==> config.mk <==
export PLATFORM = sky130hd
export DESIGN_NAME = dtg_bridge
export DESIGN_NICKNAME = d
export VERILOG_FILES = /design/src/rtl/dtg_pkg.sv /design/src/rtl/dtg_cmd_decode.sv /design/src/rtl/dtg_gap_timer.sv /design/src/rtl/dtg_leg.sv /design/src/rtl/dtg_bridge.sv
export SDC_FILE = /design/constraint.sdc
export NUM_CORES = 1
export LEC_CHECK = 0
export BUFFER_PORTS_ARGS = -buffer_cell sky130_fd_sc_hd__buf_4
export CAP_MARGIN = 20
export CORE_MARGIN = 1
export CORE_UTILIZATION = 45
export CTS_CLUSTER_SIZE = 20
export DETAILED_ROUTE_END_ITERATION = 7
export PLACE_DENSITY = 0.7
export SETUP_SLACK_MARGIN = 0.05
export SLEW_MARGIN = 20
export SYNTH_ARGS = -nofsm -noshare
export SYNTH_HDL_FRONTEND = slang
export SYNTH_SLANG_ARGS = --single-unit
==> constraint.sdc <==
create_clock -name clk -period 1.92 [get_ports clk]
set_input_delay 0.096 -clock clk [delete_from_list [all_inputs] [get_ports clk]]
set_output_delay 0.096 -clock clk [all_outputs]
set_load 0.01 [all_outputs]
==> src/rtl/dtg_pkg.sv <==
// Shared types for the dead-time and interlock generator.
// Assumes: one bit per switch command, active high.
package dtg_pkg;

    // Which switch of a leg went off most recently
    typedef enum logic {
        SIDE_LOW  = 1'b0,
        SIDE_HIGH = 1'b1
    } side_e;

    // Decoded, mutually exclusive request of one leg
    typedef struct packed {
        logic want_hi;
        logic want_lo;
    } leg_req_t;

endpackage

==> src/rtl/dtg_cmd_decode.sv <==
// Command decoder: applies the cross-conduction truth table to one leg.
// 10 -> upper only, 01 -> lower only, 00 and 11 -> neither.
// Assumes: commands are already filtered and synchronous to the block clock.
module dtg_cmd_decode
    import dtg_pkg::*;
(
    input  logic     cmd_hi,
    input  logic     cmd_lo,
    output leg_req_t req
);

    // Purpose: a request survives only when its partner command is idle
    always_comb begin
        req.want_hi = cmd_hi & ~cmd_lo;
        req.want_lo = cmd_lo & ~cmd_hi;
    end

endmodule

==> src/rtl/dtg_gap_timer.sv <==
// Gap timer for one leg: counts the off interval after an enable falls and
// remembers which side fell. It reports "quiet" once the interval is spent.
// A rise clears the count; the next fall starts it again from the top.
// Assumes: the two enables never fall in the same cycle (they are exclusive).
module dtg_gap_timer
    import dtg_pkg::*;
#(
    parameter int DT_CYCLES = 29
) (
    input  logic  clk,
    input  logic  rst_n,
    input  logic  fall_hi,
    input  logic  fall_lo,
    input  logic  rise_any,
    output logic  quiet,
    output side_e last_off
);

    localparam int CNT_W = (DT_CYCLES > 1) ? $clog2(DT_CYCLES) : 1;
    // The fall cycle itself is the first cycle of the gap
    localparam logic [CNT_W-1:0] LOAD = CNT_W'(DT_CYCLES - 1);

    logic [CNT_W-1:0] remain;

    // Purpose: load on a fall, clear on a rise, otherwise count down to zero
    always_ff @(posedge clk) begin
        if (!rst_n) begin
            remain   <= '0;
            last_off <= SIDE_LOW;
        end else if (fall_hi || fall_lo) begin
            remain   <= LOAD;
            last_off <= fall_hi ? SIDE_HIGH : SIDE_LOW;
        end else if (rise_any) begin
            remain   <= '0;
        end else if (remain != '0) begin
            remain   <= remain - 1'b1;
        end
    end

    // Purpose: the interval has elapsed when nothing is left to count
    always_comb quiet = (remain == '0);

endmodule

==> src/rtl/dtg_leg.sv <==
// One inverter leg: decodes the command pair, gates each turn-on behind the
// opposite enable and the gap timer, and registers both enables so that the
// two channels share the same one-cycle latency.
// Assumes: DT_CYCLES >= 1.
module dtg_leg
    import dtg_pkg::*;
#(
    parameter int DT_CYCLES = 29
) (
    input  logic clk,
    input  logic rst_n,
    input  logic cmd_hi,
    input  logic cmd_lo,
    output logic en_hi,
    output logic en_lo
);

    leg_req_t req;
    logic     grant_hi;
    logic     grant_lo;
    logic     fall_hi;
    logic     fall_lo;
    logic     rise_any;
    logic     quiet;
    side_e    last_off;

    dtg_cmd_decode u_dec (
        .cmd_hi (cmd_hi),
        .cmd_lo (cmd_lo),
        .req    (req)
    );

    // Purpose: a side may be on if asked, its partner is off, and either the
    // gap has elapsed or this same side was the one that went off last
    always_comb begin
        grant_hi = req.want_hi & ~en_lo & (quiet | (last_off == SIDE_HIGH));
        grant_lo = req.want_lo & ~en_hi & (quiet | (last_off == SIDE_LOW));
    end

    // Purpose: detect the edges the next clock will produce on the enables
    always_comb begin
        fall_hi  = en_hi & ~grant_hi;
        fall_lo  = en_lo & ~grant_lo;
        rise_any = (~en_hi & grant_hi) | (~en_lo & grant_lo);
    end

    dtg_gap_timer #(
        .DT_CYCLES (DT_CYCLES)
    ) u_gap (
        .clk      (clk),
        .rst_n    (rst_n),
        .fall_hi  (fall_hi),
        .fall_lo  (fall_lo),
        .rise_any (rise_any),
        .quiet    (quiet),
        .last_off (last_off)
    );

    // Purpose: output register shared in structure by both channels
    always_ff @(posedge clk) begin
        if (!rst_n) begin
            en_hi <= 1'b0;
            en_lo <= 1'b0;
        end else begin
            en_hi <= grant_hi;
            en_lo <= grant_lo;
        end
    end

endmodule

==> src/rtl/dtg_bridge.sv <==
// Top level: N_PHASE identical, independent legs of dead-time and interlock
// generation for a bridge inverter.
// Assumes: commands synchronous to clk; DT_CYCLES >= 1.
module dtg_bridge #(
    parameter int N_PHASE   = 3,
    parameter int DT_CYCLES = 29
) (
    input  logic               clk,
    input  logic               rst_n,
    input  logic [N_PHASE-1:0] hin,
    input  logic [N_PHASE-1:0] lin,
    output logic [N_PHASE-1:0] ho,
    output logic [N_PHASE-1:0] lo
);

    // Purpose: one leg per phase
    for (genvar g = 0; g < N_PHASE; g++) begin : g_leg
        dtg_leg #(
            .DT_CYCLES (DT_CYCLES)
        ) u_leg (
            .clk    (clk),
            .rst_n  (rst_n),
            .cmd_hi (hin[g]),
            .cmd_lo (lin[g]),
            .en_hi  (ho[g]),
            .en_lo  (lo[g])
        );
    end

endmodule

==> results of run 1 <==
-- registers in the layout, summed over array words and instances, names as in the netlist --
| signal | cells |
|---|---|
| g_leg.u_leg.en_lo | 3 |
| g_leg.u_leg.u_gap.last_off | 3 |
| g_leg.u_leg.u_gap.remain | 15 |
| g_leg.u_leg.en_hi | 3 |
-- critical path: stages (launching register included) --
cell and delay [ns]:
dfxtp_2 0.35, inv_2 0.06, ha_4 0.13, or4b_4 0.52
a2111o_1 0.45, nor2_4 0.20, o31ai_1 0.09
-- through the flow --
stage,hold WS [ns],setup TNS [ns],area (um2),total power [mW],worst slack [ns]
floorplan,0.2177,0,1405,1.677,0.05269
global placement,0.3690,0,1501,1.853,0.04126
detailed placement,0.3659,-0.1082,1501,1.914,-0.08569
CTS,0.02445,-0.005308,1579,2.263,-0.003743
global route,0.03509,-0.2030,1633,2.543,-0.05031
finish,0.04112,0,1633,2.333,0.01546
-- power by group through the flow --
| stage | clock (mW) | sequential [mW] | combinational, mW |
|---|---|---|---|
| after detailed placement | 0 | 0.768 | 1.15 |
| after global placement | 0 | 0.760 | 1.09 |
| after global routing | 0.302 | 0.790 | 1.45 |
| final | 0.272 | 0.766 | 1.30 |
| after floorplan | 0 | 0.725 | 0.953 |
| after CTS | 0.280 | 0.757 | 1.23 |
-- layer usage --
metal / GRT usage / up-vias / wire (um) / part of all wire
met4: 0.05226 / 0 / 36 / 0.012
li1: - / 629 / - / -
met1: 0.2426 / 586 / 1379 / 0.47
met5: 0 / - / 0 / 0
met2: 0.3090 / 20 / 1403 / 0.48
met3: 0.02494 / 4 / 86 / 0.030
-- cell families (layout without fill, tap and decap cells) --
kind of cell    after synthesis  in the layout  synth area share
buf+inv                      26             41           0.08868
simple gates                 65             65            0.2805
flops                        24             24            0.3475
fa+ha+maj                     3              3           0.02715
xor+xnor                      4              4           0.02534
mux                           2              2           0.01629
compound gates               42             42            0.2145
-- worst max-delay path by stage --
stage	from	to	slack, ns	cells past startpoint
2_1_floorplan	g_leg[0].u_leg.u_gap.remain[0]	g_leg[0].u_leg.u_gap.remain[3]	0.05	6
3_3_place_gp	g_leg[1].u_leg.u_gap.remain[1]	g_leg[1].u_leg.u_gap.remain[3]	0.04	6
3_5_place_dp	g_leg[0].u_leg.u_gap.remain[0]	g_leg[0].u_leg.u_gap.remain[1]	-0.09	6
4_1_cts	g_leg[1].u_leg.u_gap.remain[0]	g_leg[1].u_leg.u_gap.remain[1]	-0.004	6
5_1_grt	g_leg[1].u_leg.u_gap.remain[0]	g_leg[1].u_leg.u_gap.remain[2]	-0.05	6
6_report	g_leg[1].u_leg.u_gap.remain[1]	g_leg[1].u_leg.u_gap.remain[2]	0.02	6
-- timing repair --
| action | in CTS | in global routing |
|---|---|---|
| buffers inserted | 4 | 1 |
| hold buffers | 0 | 0 |
| gates resized for setup | 5 | 11 |
| endpoints found under the setup margin | 10 | 15 |
| pin swaps | 8 | 9 |
-- synthesized netlist by cell type (2+ instances only) --
| cell type | number |
|---|---|
| a21o_1 | 2 |
| a21oi_1 | 11 |
| and2_1 | 2 |
| buf_2 | 2 |
| buf_4 | 6 |
| clkbuf_1 | 2 |
| dfxtp_1 | 24 |
| ha_1 | 3 |
| inv_1 | 15 |
| mux2_2 | 2 |
| nand2_1 | 7 |
| nand3b_1 | 2 |
| nor2_1 | 15 |
| nor2b_1 | 4 |
| nor3_1 | 10 |
| nor3b_1 | 2 |
| nor4_1 | 4 |
| nor4b_1 | 3 |
| o211ai_1 | 2 |
| o21ai_0 | 8 |
| o22ai_1 | 3 |
| o31ai_1 | 5 |
| or3_1 | 2 |
| or3b_2 | 3 |
| or4_1 | 2 |
| xnor2_1 | 4 |
-- area by class of cell --
cell class	instances	area, um2	share of cell area
timing repair buffer	21	157.7	0.09655
inverter	16	60.06	0.03678
tap	31	38.79	0.02375
multi-input combinational	116	857.1	0.5249
sequential	24	483.0	0.2958
clock buffer	4	36.28	0.02222
==> results by group, run 1 <==
Floorplan
  • Die Area: 0.003298 mm2
  • Chip height: 57.43 um
  • FP Rows: 19
  • Initial Utilization: 0.4887
  • Die outline width: 57.43 um
  • Core Footprint: 0.002829 mm2
  • I/O pins: 14

Job
  • Maxcap violations: 0

Hold path
  • WHS Endpoint: g_leg[2].u_leg.en_lo
  • Hold Crit Depth: 2
  • HP Start: rst_n
  • HP Class: in2reg

Synth
  • Top-area cell type share of the netlist area: 0.3475
  • Number of synthesized flops with an enable pin: 0
  • Syn Area/Cell: 8.329 um2
  • Cell taking the most area after synthesis: dfxtp_1
  • Asr flop ratio synth: 0
  • Sequential area share after synthesis: 0.3475
  • FF+latch count, synth: 24
  • Synthesized cell area: 0.001383 mm2
  • Synth Net Count: 177
  • Synth top area cells: dfxtp_1, inv_1, nor2_1, a21oi_1, nor3_1
  • Top_reg_cell synth: dfxtp_1
  • Yosys warning count: 0
  • Cells after Synth: 166
  • Post-synth cell types: 47

Clock network
  • CTS Sinks: 24
  • Clk slew on worst S/H paths: 0.14 ns
  • Clk buf depth: 2
  • H-tree Lvls: 1
  • Worst-skew pair later-pin latency: 0.32 ns
  • CTS buffer count: 3
  • CTS tree: built
  • CTS Root Cell: clkbuf_4

Route
  • Via count: 1239
  • First-pass DRT Iterations: 6
  • Vias per cell: 5.844
  • Final ANT Viol Nets: 0
  • Number of remaining DRC errors: 1
  • Total routed wirelength: 2905 um
  • Starting DRT DRC Count: 49
  • Wire length per cell: 13.70 um

Layout
  • Commonest non-fill, non-tap cell in the layout: dfxtp_1
  • Fin nets: 193
  • Fin cells: 212
  • Fraction of layout cells with a size suffix above 1: 0.2928
  • Most frequent cells in the layout: dfxtp_1, buf_4, nor2_1
  • Synthesis-to-layout area growth: 18.10%
  • Filler cells: 260
  • Number of diodes: 0
  • Final Util: 0.5772

Status
  • Failing checks: DRC
  • Status: complete, but fails checks

STA
  • Achievable Freq: 525.1 MHz
  • RSZ-0062 raised after global routing: yes
  • Setup Skew: 0.006994 ns
  • Slew Limit Fails: 0
  • Crit share post-route: 0.9919
  • Period minus WS final: 1.905 ns
  • Hold Vio Cnt, Final: 0
  • Tightest Pin Transition: 0.5822 ns
  • Slew headroom: 0.6064
  • Final setup fails: 0

Global route
  • Total GRT Usage: 0.1827
  • Vias in the first global route: 1145
  • Global-route wire length before repair: 4871 um
  • Largest net degree at the start of global routing: 14
  • Total grt overflow: 0
  • Initial antenna violation count: 0

Placement
  • Inst Count DP: 203
  • GPL Wtd Cong: 0.8120
  • I/O Buffers: 13
  • Hpwl dp: 2082 um

Critical path
  • CP Capture Type: register
  • Setup CP Type: reg2reg
  • Worst reg2reg path depth: 6
  • Worst r2r src: g_leg[1].u_leg.u_gap.remain[1]
  • CP Launch Type: register
  • R2R setup slack: 0.02 ns
  • Worst R2R End: g_leg[1].u_leg.u_gap.remain[2]
  • Req. time, crit path: 2.14 ns
  • Worst Path Arrival: 2.13 ns
  • Max FO, Critical Path: 6

Power
  • Cell-internal power: 1.387 mW
  • Max IR drop VDD: 0.6586 mV
  • NetSw: 0.9462 mW
  • Clock power frac: 0.116
  • Leakage power: 0.6117 nW
  • Sw frac: 0.4055
  • Combinational Power Share: 0.555
  • Reg power frac: 0.328
  • Power per cell area: 1429 mW/mm2
Note: power is estimated with default switching activity, not from simulation.
==> run 2, diff against run 1 <==
- SETUP_SLACK_MARGIN: 0.05 -> default
==> results by group, run 2 (synthesis results as in run 1) <==
Status
  • Status: complete, but fails checks
  • Failing checks: DRC, setup timing

STA
  • Post-route setup slack: -0.04660 ns (-0.06206 ns)
  • Tightest Pin Transition: 0.3825 ns (-0.1997 ns)
  • Worst hold slack: 0.03869 ns (-0.002421 ns)
  • Hold Vio Cnt, Final: 0 (unchanged)
  • RSZ-0062 raised after global routing: yes
  • Period minus WS final: 1.967 ns (+0.06206 ns)
  • Crit share post-route: 1.024 (+0.03232)
  • Setup Skew: 0.004735 ns (-0.002259 ns)
  • Final setup fails: 5 (+5)
  • Slew Limit Fails: 0 (unchanged)
  • Final setup TNS: -0.1326 ns (-0.1326 ns)
  • Slew headroom: 0.7414 (+0.1350)
  • Achievable Freq: 508.5 MHz (-3.2%)

Clock network
  • Clk slew on worst S/H paths: 0.13 ns (about the same)
  • Worst-skew pair later-pin latency: 0.32 ns (about the same)
  • H-tree Lvls: 1 (unchanged)
  • CTS Root Cell: clkbuf_4
  • CTS tree: built
  • Clk buf depth: 2 (unchanged)
  • CTS buffer count: 3 (unchanged)
  • CTS Sinks: 24 (unchanged)

Floorplan
  • I/O pins: 14 (unchanged)
  • FP Rows: 19 (unchanged)
  • Core Footprint: 0.002829 mm2 (unchanged)
  • Chip height: 57.43 um (unchanged)
  • Initial Utilization: 0.4887 (unchanged)
  • Die Area: 0.003298 mm2 (unchanged)
  • Die outline width: 57.43 um (unchanged)

Layout
  • Fin nets: 195 (+1.0%)
  • Footprint of the multi-input gates: 835.8 um2 (-2.5%)
  • Synthesis-to-layout area growth: 17.65%
  • Sequential cell area: 483.0 um2 (unchanged)
  • Fraction of layout cells with a size suffix above 1: 0.2623 (-0.03052)
  • Final instance area: 0.001627 mm2 (-0.38%)
  • Commonest non-fill, non-tap cell in the layout: buf_4
  • Most frequent cells in the layout: buf_4, dfxtp_1, nor2_1
  • Filler cells: 253 (-2.7%)
  • Number of flip-flops in the largest register: 15 (unchanged)
  • Biggest register: g_leg.u_leg.u_gap.remain
  • Number of diodes: 0 (unchanged)

Power
  • Clock power frac: 0.112 (-0.004)
  • NetSw: 0.9373 mW (-0.94%)
  • Power per cell area: 1453 mW/mm2 (+1.6%)
  • Combinational Power Share: 0.563 (+0.008)
  • Total power draw: 2.363 mW (+1.3%)
  • Max IR drop VDD: 0.6250 mV (-5.1%)
  • Sw frac: 0.3967 (-0.008800)
  • Leakage power: 0.6275 nW (+2.6%)
  • Cell-internal power: 1.425 mW (+2.8%)
  • Reg power frac: 0.325 (-0.003)

Global route
  • Initial antenna violation count: 0 (unchanged)
  • Global-route wire length before repair: 4878 um (+0.14%)
  • Vias in the first global route: 1096 (-4.3%)
  • Total grt overflow: 0 (unchanged)
  • Total GRT Usage: 0.1843 (+0.001640)
  • Largest net degree at the start of global routing: 14 (unchanged)

Route
  • Final ANT Viol Nets: 0 (unchanged)
  • First-pass DRT Iterations: 6 (unchanged)
  • Total routed wirelength: 2938 um (+1.1%)
  • Starting DRT DRC Count: 49 (unchanged)
  • Wire length per cell: 13.73 um (+0.19%)
  • Via count: 1230 (-0.73%)
  • Vias per cell: 5.748 (-1.7%)
  • Number of remaining DRC errors: 1 (unchanged)

Placement
  • GPL Wtd Cong: 0.8453 (+4.1%)
  • I/O Buffers: 13 (unchanged)
  • Hpwl dp: 2186 um (+5.0%)
  • Dpl cell area: 0.001533 mm2 (+2.1%)

Critical path
  • CP Capture Type: register
  • Slowest stage delay, CP: 0.50 ns (-0.02 ns)
  • CP Launch Type: register
  • CP Cell Sequence: inv_2 > ha_4 > or4b_4 > a2111o_1 > nor2_4 > o31ai_2
  • Worst path slowest cell: a2111o_1
  • Worst Path Arrival: 2.18 ns (+0.05 ns)
  • Setup CP Type: reg2reg
  • Worst reg2reg path depth: 6 (unchanged)
  • Max FO, Critical Path: 5 (-1)
  • Req. time, crit path: 2.13 ns (about the same)
  • R2R setup slack: -0.05 ns (-0.06 ns)

Job
  • Maxcap violations: 0 (unchanged)

Hold path
  • Hold Crit Depth: 2 (unchanged)
  • HP Class: in2reg
## run 2: changes by cell type in the layout (fill, tap and decap cells not counted), sizes merged
cell	change
buf	+2
## run 2: per-stage QoR
step	utilization	cells	worst slack [ns]
floorplan	-	166	0.02091
global placement	0.5418	209	0.001143
detailed placement	0.5418	209	-0.08905
CTS	0.5613	213	-0.007015
global route	0.5750	214	-0.08051
finish	0.5750	214	-0.04660
## run 2: cell type report
class / count / share of cell area
sequential: 24 / 0.2969
multi-input combinational: 116 / 0.5138
timing repair buffer: 23 / 0.1062
inverter: 16 / 0.03692
clock buffer: 4 / 0.02231
tap: 31 / 0.02385
## run 2: repair_timing
| action | CTS | global route |
|---|---|---|
| hold buffers | 0 | 0 |
| hold endpoints to repair | 0 | 0 |
| pin swaps | 0 | 5 |
| buffers inserted | 0 | 1 |
| setup endpoints to repair | 10 | 9 |
| gates resized for setup | 5 | 8 |
## run 2: worst max-delay path: cells and delay by family (launching register included)
| family | cells | cell delay (ns) |
|---|---|---|
| compound gates | 2 | 0.60 |
| fa+ha+maj | 1 | 0.13 |
| buf+inv | 1 | 0.07 |
| flops | 1 | 0.35 |
| simple gates | 2 | 0.71 |
## run 2: power groups by stage
stage / clock, mW / combinational, mW / sequential (mW)
4_1_cts: 0.276 / 1.27 / 0.749
3_5_place_dp: 0 / 1.22 / 0.760
6_report: 0.264 / 1.33 / 0.769
5_1_grt: 0.296 / 1.48 / 0.786
2_1_floorplan: 0 / 0.888 / 0.720
3_3_place_gp: 0 / 1.17 / 0.750
## run 2: path summary, 6_finish.rpt
kind,from,endpoint
hold reg to reg,g_leg[1].u_leg.u_gap.remain[4],g_leg[1].u_leg.u_gap.remain[4]
setup reg to reg,g_leg[1].u_leg.u_gap.remain[0],g_leg[1].u_leg.u_gap.remain[3]
setup / recovery,g_leg[1].u_leg.u_gap.remain[0],g_leg[1].u_leg.u_gap.remain[3]
hold / removal,rst_n,g_leg[0].u_leg.en_hi
## run 2: layer usage
layer / wire, um / GRT usage
met1: 1379 / 0.2416
met2: 1467 / 0.3189
met3: 66 / 0.02721
met4: 25 / 0.04181
met5: 0 / 0
==> run 3, diff against run 2 <==
- CORE_UTILIZATION: 45 -> 40
- PLACE_DENSITY: 0.7 -> 0.64
==> results by group, run 3 (synthesis results as in run 1) <==
Status
  • Status: complete, but fails checks
  • Failing checks: setup timing

Critical path
  • CP Launch Type: register
  • Slowest stage delay, CP: 0.50 ns (about the same)
  • Setup CP Type: reg2reg
  • CP Cell Sequence: inv_2 > ha_4 > or4b_4 > a2111o_1 > nor2_4 > o31ai_1
  • Worst path slowest cell: or4b_4
  • Max FO, Critical Path: 5 (unchanged)
  • CP Capture Type: register
  • Worst Path Arrival: 2.13 ns (-0.05 ns)
  • Req. time, crit path: 2.13 ns (about the same)
  • Worst reg2reg path depth: 6 (unchanged)

Floorplan
  • I/O pins: 14 (unchanged)
  • Chip height: 60.79 um (+5.9%)
  • FP Rows: 20 (+1)
  • Die Area: 0.003695 mm2 (+12%)
  • Initial Utilization: 0.4385 (-0.05023)
  • Core Footprint: 0.003153 mm2 (+11%)
  • Die outline width: 60.79 um (+5.9%)

STA
  • Final setup TNS: -0.003283 ns (+0.1293 ns)
  • RSZ-0062 raised after global routing: yes
  • Tightest Pin Transition: 0.4139 ns (+0.03141 ns)
  • Hold Vio Cnt, Final: 0 (unchanged)
  • Crit share post-route: 1.001 (-0.02330)
  • Period minus WS final: 1.922 ns (-0.04474 ns)
  • Post-route setup slack: -0.001867 ns (+0.04474 ns)
  • Final setup fails: 2 (-3)
  • Slew headroom: 0.7202 (-0.02124)
  • Worst hold slack: 0.03351 ns (-0.005183 ns)
  • Achievable Freq: 520.3 MHz (+2.3%)
  • Slew Limit Fails: 0 (unchanged)
  • Setup Skew: 0.009050 ns (+0.004315 ns)

Clock network
  • CTS tree: built
  • Worst-skew pair later-pin latency: 0.31 ns (about the same)
  • Clk slew on worst S/H paths: 0.14 ns (about the same)
  • CTS Root Cell: clkbuf_4
  • Clk buf depth: 2 (unchanged)
  • H-tree Lvls: 1 (unchanged)
  • CTS buffer count: 3 (unchanged)
  • CTS Sinks: 24 (unchanged)

Route
  • Number of remaining DRC errors: 0 (-1)
  • First-pass DRT Iterations: 4 (-2)
  • Starting DRT DRC Count: 47 (-4.1%)
  • Total routed wirelength: 2810 um (-4.4%)
  • Final ANT Viol Nets: 0 (unchanged)
  • Vias per cell: 5.378 (-6.4%)
  • Wire length per cell: 12.22 um (-11%)
  • Via count: 1237 (+0.57%)

Power
  • Total power draw: 2.439 mW (+3.2%)
  • Leakage power: 0.6417 nW (+2.3%)
  • Power per cell area: 1449 mW/mm2 (-0.22%)
  • Max IR drop VDD: 0.6358 mV (+1.7%)

Global route
  • Vias in the first global route: 1050 (-4.2%)
  • Largest net degree at the start of global routing: 15 (+1)
  • Initial antenna violation count: 0 (unchanged)
  • Total grt overflow: 0 (unchanged)
  • Total GRT Usage: 0.1655 (-0.01884)
  • Global-route wire length before repair: 4505 um (-7.6%)

Layout
  • Number of flip-flops in the largest register: 15 (unchanged)
  • Most frequent cells in the layout: buf_4, dfxtp_1, nor2_1
  • Synthesis-to-layout area growth: 21.72%
  • Fraction of layout cells with a size suffix above 1: 0.2849 (+0.02265)
  • Biggest register: g_leg.u_leg.u_gap.remain
  • Fin nets: 198 (+1.5%)
  • Number of diodes: 0 (unchanged)
  • Commonest non-fill, non-tap cell in the layout: buf_4
  • Final instance area: 0.001683 mm2 (+3.5%)

Hold path
  • Hold Crit Depth: 2 (unchanged)
  • HP Class: in2reg

Placement
  • GPL Wtd Cong: 0.7658 (-9.4%)
  • I/O Buffers: 13 (unchanged)
  • Dpl cell area: 0.001572 mm2 (+2.5%)
  • Hpwl dp: 2117 um (-3.1%)

Job
  • Maxcap violations: 0 (unchanged)
## run 3: area by class of cell
| cell class | count | area [um2] |
|---|---|---|
| repair buffers | 26 | 195.2 |
| well taps | 44 | 55.05 |
| multi-input cells | 116 | 837.1 |
| flip-flops and latches | 24 | 483.0 |
| inverters | 16 | 60.06 |
| clock inverters | 1 | 30.03 |
| fillers | 311 | 1470 |
| clock buffers | 3 | 22.52 |
## run 3: metrics by stage
stage | worst slack (ns) | utilization | cells
after global routing | -0.04560 | 0.5337 | 230
after detailed placement | -0.04831 | 0.4984 | 225
after floorplan | 0.02091 | - | 166
after CTS | 0.002928 | 0.5218 | 229
after global placement | -0.006070 | 0.4984 | 225
final | -0.001867 | 0.5337 | 230
## run 3: critical path: cells and delay by family, from the launching register on
family,cells,cell delay (ns)
buf+inv,1,0.07
flops,1,0.35
simple gates,2,0.70
compound gates,2,0.59
fa+ha+maj,1,0.12
## run 3: timing repair
item	CTS	global route
buffers inserted	0	1
hold buffers	0	0
setup endpoints to repair	10	12
gates resized for setup	5	9
pin swaps	0	6
## run 3: path summary, 6_finish.rpt
path                             startpoint                              to  slack [ns]
max          g_leg[1].u_leg.u_gap.remain[0]  g_leg[1].u_leg.u_gap.remain[3]      -0.002
min                                   rst_n            g_leg[2].u_leg.en_lo        0.03
max reg2reg  g_leg[1].u_leg.u_gap.remain[0]  g_leg[1].u_leg.u_gap.remain[3]      -0.002
min reg2reg  g_leg[1].u_leg.u_gap.remain[4]  g_leg[1].u_leg.u_gap.remain[4]        0.51
## run 3: layer usage
| layer | track usage | part of all wire | wire, um |
|---|---|---|---|
| met5 | 0 | 0 | 0 |
| met2 | 0.2810 | 0.49 | 1382 |
| met4 | 0.07468 | 0.0071 | 20 |
| met1 | 0.2052 | 0.48 | 1352 |
| met3 | 0.02772 | 0.020 | 55 |
## run 3: power breakdown
part | switching, mW | internal [mW] | total (mW)
combinational | 0.663 | 0.664 | 1.33
sequential | 0.122 | 0.626 | 0.748
clock | 0.154 | 0.211 | 0.365
